<file path="config.mk">
export PLATFORM = sky130hd
export DESIGN_NAME = ccr_unit
export DESIGN_NICKNAME = d
export VERILOG_FILES = /design/src/rtl/ccr_pkg.sv /design/src/rtl/ccr_flag_calc.sv /design/src/rtl/ccr_irq_gate.sv /design/src/rtl/ccr_unit.sv
export SDC_FILE = /design/constraint.sdc
export NUM_CORES = 1
export LEC_CHECK = 0
export BUFFER_PORTS_ARGS = -buffer_cell sky130_fd_sc_hd__buf_2
export CAP_MARGIN = 20
export CORE_UTILIZATION = 54
export DETAILED_ROUTE_END_ITERATION = 6
export PLACE_DENSITY = 0.86
export SETUP_SLACK_MARGIN = 0.1
export SYNTH_ARGS = -nofsm -noshare
export SYNTH_HDL_FRONTEND = slang
export SYNTH_HIERARCHICAL = 1
export SYNTH_SLANG_ARGS = --single-unit
</file>
<file path="constraint.sdc">
create_clock -name clk -period 7.01 [get_ports clk]
set_input_delay 1.0515 -clock clk [delete_from_list [all_inputs] [get_ports clk]]
set_output_delay 1.0515 -clock clk [all_outputs]
set_load 0.005 [all_outputs]
</file>
<file path="src/rtl/ccr_pkg.sv">
package ccr_pkg;

    localparam int CCR_W = 8;
    localparam int H_BIT = 4;
    localparam int I_BIT = 3;
    localparam int N_BIT = 2;
    localparam int Z_BIT = 1;
    localparam int C_BIT = 0;

    localparam logic [2:0] ALU_NOP  = 3'd0;
    localparam logic [2:0] ALU_ADD  = 3'd1;
    localparam logic [2:0] ALU_ADC  = 3'd2;
    localparam logic [2:0] ALU_SUB  = 3'd3;
    localparam logic [2:0] ALU_AND  = 3'd4;
    localparam logic [2:0] ALU_LOAD = 3'd5;

    // flag values proposed by the operation, with per-group update enables
    typedef struct packed {
        logic h;
        logic n;
        logic z;
        logic c;
        logic upd_h;
        logic upd_nz;
        logic upd_c;
    } flag_res_t;

    typedef struct packed {
        logic h;
        logic i;
        logic n;
        logic z;
        logic c;
        logic vec;
    } ccr_state_t;

endpackage

</file>
<file path="src/rtl/ccr_flag_calc.sv">
module ccr_flag_calc
    import ccr_pkg::*;
#(
    parameter int DATA_W = 8
) (
    input  logic [2:0]        op_i,
    input  logic [DATA_W-1:0] a_i,
    input  logic [DATA_W-1:0] m_i,
    input  logic              cin_i,
    output flag_res_t         res_o
);
    localparam int HALF = DATA_W / 2;
    localparam int SW   = DATA_W + 1;
    localparam int HW   = HALF + 1;

    logic [SW-1:0]     sum_w;
    logic [HW-1:0]     half_w;
    logic [SW-1:0]     diff_w;
    logic [DATA_W-1:0] result;
    logic              add_cin;

    always_comb begin
        add_cin = (op_i == ALU_ADC) ? cin_i : 1'b0;
        sum_w   = SW'(a_i) + SW'(m_i) + SW'(add_cin);
        half_w  = HW'(a_i[HALF-1:0]) + HW'(m_i[HALF-1:0]) + HW'(add_cin);
        diff_w  = SW'(a_i) - SW'(m_i);
        res_o   = '0;
        result  = '0;
        case (op_i)
            ALU_ADD, ALU_ADC: begin
                result       = sum_w[DATA_W-1:0];
                res_o.h      = half_w[HALF];
                res_o.c      = sum_w[DATA_W];
                res_o.upd_h  = 1'b1;
                res_o.upd_c  = 1'b1;
                res_o.upd_nz = 1'b1;
            end
            ALU_SUB: begin
                result       = diff_w[DATA_W-1:0];
                res_o.c      = diff_w[DATA_W];
                res_o.upd_c  = 1'b1;
                res_o.upd_nz = 1'b1;
            end
            ALU_AND: begin
                result       = a_i & m_i;
                res_o.upd_nz = 1'b1;
            end
            ALU_LOAD: begin
                result       = m_i;
                res_o.upd_nz = 1'b1;
            end
            default: begin
                result = '0;
            end
        endcase
        res_o.n = result[DATA_W-1];
        res_o.z = (result == '0);
    end

endmodule

</file>
<file path="src/rtl/ccr_irq_gate.sv">
module ccr_irq_gate #(
    parameter int NUM_IRQ = 3,
    parameter int SRC_W   = (NUM_IRQ > 1) ? $clog2(NUM_IRQ) : 1
) (
    input  logic               clk,
    input  logic               rst_n,
    input  logic [NUM_IRQ-1:0] irq_i,
    input  logic               mask_i,
    output logic               take_o,
    output logic [SRC_W-1:0]   src_o
);
    logic [NUM_IRQ-1:0] pend_d;
    logic [NUM_IRQ-1:0] pend_q;
    logic [NUM_IRQ-1:0] win;

    // lowest index wins
    always_comb begin
        src_o = '0;
        win   = '0;
        for (int k = NUM_IRQ - 1; k >= 0; k--) begin
            if (pend_q[k]) begin
                src_o = SRC_W'(k);
                win   = '0;
                win[k] = 1'b1;
            end
        end
        take_o = (|pend_q) && !mask_i;
    end

    generate
        for (genvar g = 0; g < NUM_IRQ; g++) begin : g_src
            always_comb begin
                pend_d[g] = (pend_q[g] && !(take_o && win[g])) || irq_i[g];
            end

            AST_PEND_HELD: assert property (@(posedge clk) disable iff (!rst_n)
                pend_q[g] && !(take_o && win[g]) |=> pend_q[g])
                else $error("pending latch lost a request");
        end
    endgenerate

    always_ff @(posedge clk) begin
        if (!rst_n) pend_q <= '0;
        else        pend_q <= pend_d;
    end

    AST_TAKE_ONLY_UNMASKED: assert property (@(posedge clk) disable iff (!rst_n)
        take_o |=> $past(!mask_i && (|pend_q)))
        else $error("take raised without an unmasked pending request");

endmodule

</file>
<file path="src/rtl/ccr_unit.sv">
module ccr_unit
    import ccr_pkg::*;
#(
    parameter int NUM_IRQ = 3,
    parameter int DATA_W  = 8,
    parameter int SRC_W   = (NUM_IRQ > 1) ? $clog2(NUM_IRQ) : 1
) (
    input  logic               clk,
    input  logic               rst_n,
    input  logic [2:0]         alu_op_i,
    input  logic [DATA_W-1:0]  acc_i,
    input  logic [DATA_W-1:0]  mem_i,
    input  logic               carry_i,
    input  logic               cli_i,
    input  logic               sei_i,
    input  logic               stop_i,
    input  logic               wait_i,
    input  logic               swi_i,
    input  logic               rti_i,
    input  logic [CCR_W-1:0]   stack_byte_i,
    input  logic [NUM_IRQ-1:0] irq_i,
    output logic [CCR_W-1:0]   ccr_o,
    output logic               take_irq_o,
    output logic [SRC_W-1:0]   irq_src_o,
    output logic               vec_fetch_o
);
    flag_res_t  res;
    ccr_state_t state_d;
    ccr_state_t state_q = '0;
    logic       take;

    ccr_flag_calc #(.DATA_W(DATA_W)) u_calc (
        .op_i  (alu_op_i),
        .a_i   (acc_i),
        .m_i   (mem_i),
        .cin_i (carry_i),
        .res_o (res)
    );

    ccr_irq_gate #(.NUM_IRQ(NUM_IRQ), .SRC_W(SRC_W)) u_gate (
        .clk    (clk),
        .rst_n  (rst_n),
        .irq_i  (irq_i),
        .mask_i (state_q.i),
        .take_o (take),
        .src_o  (irq_src_o)
    );

    always_comb begin
        state_d     = state_q;
        state_d.vec = take;
        if (rti_i) begin
            state_d.h = stack_byte_i[H_BIT];
            state_d.n = stack_byte_i[N_BIT];
            state_d.z = stack_byte_i[Z_BIT];
            state_d.c = stack_byte_i[C_BIT];
        end else begin
            if (res.upd_h)  state_d.h = res.h;
            if (res.upd_nz) begin
                state_d.n = res.n;
                state_d.z = res.z;
            end
            if (res.upd_c)  state_d.c = res.c;
        end
        if (take)                         state_d.i = 1'b1;
        else if (rti_i)                   state_d.i = stack_byte_i[I_BIT];
        else if (sei_i || swi_i)          state_d.i = 1'b1;
        else if (cli_i || stop_i || wait_i) state_d.i = 1'b0;
    end

    // only the mask and the entry pulse are reset; arithmetic flags keep their value
    always_ff @(posedge clk) begin
        if (!rst_n) begin
            state_q.i   <= 1'b1;
            state_q.vec <= 1'b0;
        end else begin
            state_q <= state_d;
        end
    end

    always_comb begin
        ccr_o        = '1;
        ccr_o[H_BIT] = state_q.h;
        ccr_o[I_BIT] = state_q.i;
        ccr_o[N_BIT] = state_q.n;
        ccr_o[Z_BIT] = state_q.z;
        ccr_o[C_BIT] = state_q.c;
        take_irq_o   = take;
        vec_fetch_o  = state_q.vec;
    end

    AST_RESET_SETS_MASK: assert property (@(posedge clk)
        !rst_n |=> ccr_o[I_BIT])
        else $error("mask not set by reset");

    AST_MASK_CLEAR_SOURCE: assert property (@(posedge clk) disable iff (!rst_n)
        $fell(ccr_o[I_BIT]) |-> $past(cli_i || stop_i || wait_i || rti_i))
        else $error("mask cleared without a permitted strobe");

    AST_TAKE_ENTRY: assert property (@(posedge clk) disable iff (!rst_n)
        take_irq_o |=> vec_fetch_o && ccr_o[I_BIT])
        else $error("entry did not mask and fetch vector");

    AST_VEC_ONE_CYCLE: assert property (@(posedge clk) disable iff (!rst_n)
        vec_fetch_o |=> !vec_fetch_o)
        else $error("vector fetch longer than one cycle");

    AST_H_ONLY_ADD: assert property (@(posedge clk) disable iff (!rst_n)
        !(alu_op_i == ALU_ADD || alu_op_i == ALU_ADC) && !rti_i |=> $stable(ccr_o[H_BIT]))
        else $error("half-carry changed outside add");

endmodule

</file>
-- Word level (Yosys, flattened, before mapping)
Cells that the tools add are included.
- flip-flop bits (word level): 9
- output and inout bits: 12
- input port bits: 39
- logic and storage cells: 70
- eq/ne operators: 5
- muxes and demuxes: 21
- reduce and logical (&&, ||, !) cells: 30
- add/sub/neg operators: 5
- bitwise gates (word level): 2
- operator list (kind ; number):
    8-bit case mux with 4 select lines ; 1
    3-bit 2-to-1 mux ; 4
    1-bit 2-to-1 mux ; 11
    8-bit by 8-bit adder with 9-bit output ; 1
    9-bit by 1-bit adder with 9-bit output ; 1
    8-bit by 8-bit subtractor with 9-bit output ; 1
    8-bit bitwise AND ; 1
    8-bit logical NOT ; 1
    2-bit 2-to-1 mux ; 4
    1-bit logical AND ; 7
    3-bit by 2-bit == test with 1-bit output, second input constant ; 2
    3-bit == test, second input constant ; 2
    1-bit logical OR ; 6
    2-bit AND reduction ; 3
    2-bit nonzero test ; 3
    3-bit OR reduction ; 2
    4-bit by 4-bit adder with 5-bit output ; 1
    5-bit by 1-bit adder with 5-bit output ; 1
    5-bit OR reduction ; 1
    1-bit logical NOT ; 4
    2-bit OR reduction ; 2
    3-bit by 1-bit == test with 1-bit output, second input constant ; 1
    3-bit nonzero test ; 1
    1-bit case mux with 2 select lines ; 1
    1-bit inverter ; 1

-- Depth between registers and ports, before layout
- word-level depth: 7
- mapped depth: 12
- gate-level depth less buffers: 12

-- Hierarchy
The synthesis kept the hierarchy.
- by module, submodules not included (module ; cells each ; instances ; seq. area each (sq um) ; area an instance (sq um)):
    ccr_flag_calc ; 133 ; 1 ; 0.0 ; 1011.0
    ccr_unit ; 23 ; 1 ; 160.2 ; 316.6
    ccr_irq_gate ; 15 ; 1 ; 60.1 ; 125.1

-- Worst setup path after synthesis
No wires, ideal clock.
- path kind: input-to-reg
- from: in alu_op_i[0]
- to: reg state_q (netlist bit ccr_o[1]) (data pin)
- arrival time: 2.984 ns
- required time: 6.750 ns
- setup slack: 3.766 ns
- setup time: 0.260 ns
- stages: 12
- cells stage by stage: buf_6 -> nand3b_1 -> fa_1 -> inv_1 -> fa_1 -> nand2b_1 -> a221oi_2 -> or3b_1 -> nand3_1 -> a41oi_1 -> nor4_2 -> mux2_2
- RTL lines (element ; RTL line ; source):
    from (decl) ; ccr_unit.sv:10 ; input logic [2:0] alu_op_i,
    to (signal assigned) ; ccr_unit.sv:77 ; state_q <= state_d;
    to (decl) ; ccr_unit.sv:29 ; ccr_state_t state_q = '0;

==> impl_metrics.yaml <==
timing:
  fmax_mhz: 296
  finalSetupTns_ns: 0
  period_needed_ns: 3.37
  hold_violations: 0
  fin_crit_sh_pct: 48.1
  rsz0062_at_grt: "no"
  hold_slack_ns: 0.543
  slew_viol_final: 0
  setup_viol: 0
  finClkSkew_ns: 0.0000401
hold_path:
  worstHoldStart: "u_gate/pend_q[2]"
  holdPathStages: 2
  hold_path_end: "u_gate/pend_q[2]"
  hp-class: "register to register"
finish:
  drive_above_1_share_pct: 30.8
  fillers: 224
  diodes: 0
  multiInputGateArea_um2: 1080
  area_delta_synth_final_pct: 14.0
  seqCellArea_um2: 220
  fin_nets: 270
  fin_area_um2: 1660
detailed_routing:
  drtPass1Iterations: 5
  drc_errors: 0
  routed_via_density: 5.55
  drtIter0Drc: 28
  vias: 1338
  wl_per_cell_um: 12.9
  totalWireLength_um: 3120
  ant_nets: 0
worst_setup_path:
  r2r-start: "ccr_o[3]"
  cp_slowest_stage_delay_ns: 0.40
  cp_common_cell: "fa_1"
  cpLargestDelayFamily: "simple AND/OR/NAND/NOR gates"
  rr_endpoint: "ccr_o[3]"
  critical_path_class: "primary input to register"
  end_kind: "register"
  slowest_stage: "fa_1"
  path_max_fanout: 7
  start_kind: "primary input"
  cp_num_buf_inv: 2
  crit_arrival_ns: 3.39
  ff2ff_path_depth: 3
  worstPathRequired_ns: 7.02
  r2r_slack_ns: 6.07
  crit_chain: "buf_2 > nor2b_1 > nand3b_1 > fa_1 > inv_1 > fa_1 > nand2b_1 > a221oi_2 > or3b_1 > nand3_1 > a41oi_1 > nor4_2 > mux2_2"
synth:
  synth_area_leaders: "ha_1 14%, edfxtp_1 8.3%, dfxtp_1 6.9%"
  ys_seq_area_share_pct: 15.2
  ys_ff_latch: 9
  syn_inst: 171
  yosysWarnings: 6
  synthFlopType: "dfxtp_1"
  async_flop_share_pct: 0
  synth_area_um2: 1450
  postSynthAreaPerCell_um2: 8.49
  synth-edff-count: 4
  synth.top_cell.area_share_pct: 13.8
  yosysUniqueCellTypes: 55
  synth_area_leader_cell: "ha_1"
status:
  status: "complete, no violations"
floorplanning:
  chipWidth_um: 53.9
  dieHeight_um: 53.9
  row_count: 18
  io_pins: 51
  die_area_um2: 2900
  core_um2: 2500
  start_util_pct: 58.1
clock_tree:
  cts_made_buffers: 3
  ctsHoldBuffers: 0
  worstSkewPairLatency_ns: 0.26
  htreeDepth: 1
  cts_root_buf: "clkbuf_4"
  clk_pin_slew_ns: 0.06
  cts_setup_buffers: 0
  cts_tree: "built"
  clock_path_buffers: 2
  cts.sinks: 9
  cts-resized-gates: 0
global_route:
  antenna_found_initial: 0
  grt_pass1_wl_um: 4850
  grt_max_degree: 13
  grt_usage_pct: 22.9
  grt_pass1_vias: 1156
  gr-total-overflow: 0
placement:
  dpl_cell_area_um2: 1630
  hpwlAfterDp_um: 2550
  gp_congestion: 0.914
  numPortBuffers: 44
flow_run:
  maxCapViolCount: 0
power_and_ir_drop:
  pwr-share-seq_pct: 31.1
  vdd_ir_drop_max_uv: 134
  p_clk_share_pct: 20.0
  switching_share_pct: 36.6
  p_comb_share_pct: 48.9
  intPower_mw: 0.127
  cellPowerDensity_nw_per_um2: 121
  power_switching_mw: 0.0737
  total_leakage_power_nw: 0.788
  design_power_total_mw: 0.201
[how the worst max path moves through the flow]
stage	from	to	slack, ns	depth (start not counted)
3_5_place_dp	alu_op_i[1]	ccr_o[1]	3.40	13
3_3_place_gp	alu_op_i[1]	ccr_o[1]	3.46	13
4_1_cts	alu_op_i[1]	ccr_o[1]	3.68	13
2_1_floorplan	alu_op_i[0]	ccr_o[1]	3.77	12
6_report	alu_op_i[1]	ccr_o[1]	3.64	13
5_1_grt	alu_op_i[1]	ccr_o[1]	3.48	13
[synth_stat cells, types with 3 or more instances]
library cell and instances:
buf_6 4, xor2_1 3, dfxtp_1 5, ha_1 16, a21oi_1 9, nand3b_1 3
nand2_1 6, buf_4 5, a211oi_1 3, nor3_1 5, nand3_1 3, mux2_2 4
nor4_1 4, o21a_1 6, edfxtp_1 4, o21ai_0 6, inv_1 17, nor2_1 15
nor2b_1 5, fa_1 3, mux2i_1 4
[power by group through the flow]
| stage | clock network (mW) | logic [mW] | registers (mW) |
|---|---|---|---|
| 2_1_floorplan | 0 | 0.0724 | 0.0639 |
| 3_3_place_gp | 0 | 0.0959 | 0.0635 |
| 3_5_place_dp | 0 | 0.0972 | 0.0636 |
| 4_1_cts | 0.0411 | 0.0980 | 0.0625 |
| 5_1_grt | 0.0433 | 0.109 | 0.0633 |
| 6_report | 0.0402 | 0.0984 | 0.0626 |
[per-stage QoR]
stage	setup slack (ns)	std cells	utilization (%)
floorplan	3.77	173	-
CTS	3.68	241	66.3
global route	3.48	241	66.3
detailed placement	3.40	237	65.2
global placement	3.46	237	65.2
finish	3.64	241	66.3
[cell usage in the layout, fill, tap and decap left out, types with 3 or more instances in the layout]
master,n
dfxtp_1,5
clkbuf_4,3
nor3_1,5
nand3_1,3
conb_1,3
a211oi_1,3
fa_1,3
inv_1,17
xor2_1,3
edfxtp_1,4
nor2_1,15
o21ai_0,6
buf_2,44
nor2b_1,5
a21oi_1,9
mux2_2,4
nor4_1,4
nand3b_1,3
ha_1,16
nand2_1,6
mux2i_1,4
o21a_1,6
[worst register-to-register path, delay by kind of cell (launching register included)]
family / cells / cell delay, ns
AOI/OAI and AO/OA: 1 / 0.19
DFF: 1 / 0.36
and+or+nand+nor: 2 / 0.27
[final cells by class]
cell class | count | area share (%)
inverter | 18 | 4.08
sequential | 9 | 13.3
timing repair buffer | 44 | 13.3
multi-input combinational | 136 | 65.5
clock buffer | 4 | 1.59
tap | 30 | 2.27
[per-layer routing]
layer / routed length, um / vias up / global-route usage (%)
met1: 1470 / 608 / 29.5
met3: 176 / 3 / 3.95
met4: 10 / 0 / 5.26
met2: 1460 / 44 / 39.3
li1: - / 683 / -
met5: 0 / - / 0
[logic make-up (layout without fill, tap and decap cells)]
group           after synthesis  count (layout)  share of synthesized area [%]
fa+ha+maj                    19              19                           17.9
mux                           8               8                           5.86
simple gates                 60              60                           24.8
other cells                   1               3                          0.258
buf+inv                      28              66                           10.7
flops                         9               9                           15.2
compound gates               41              41                           22.3
xor+xnor                      5               5                           3.02
[state kept, by name (all words and copies together) (netlist names)]
signal and count:
ccr_o 5, u_gate/pend_q 3, vec_fetch_o 1
(Power assumes the default switching activity.)
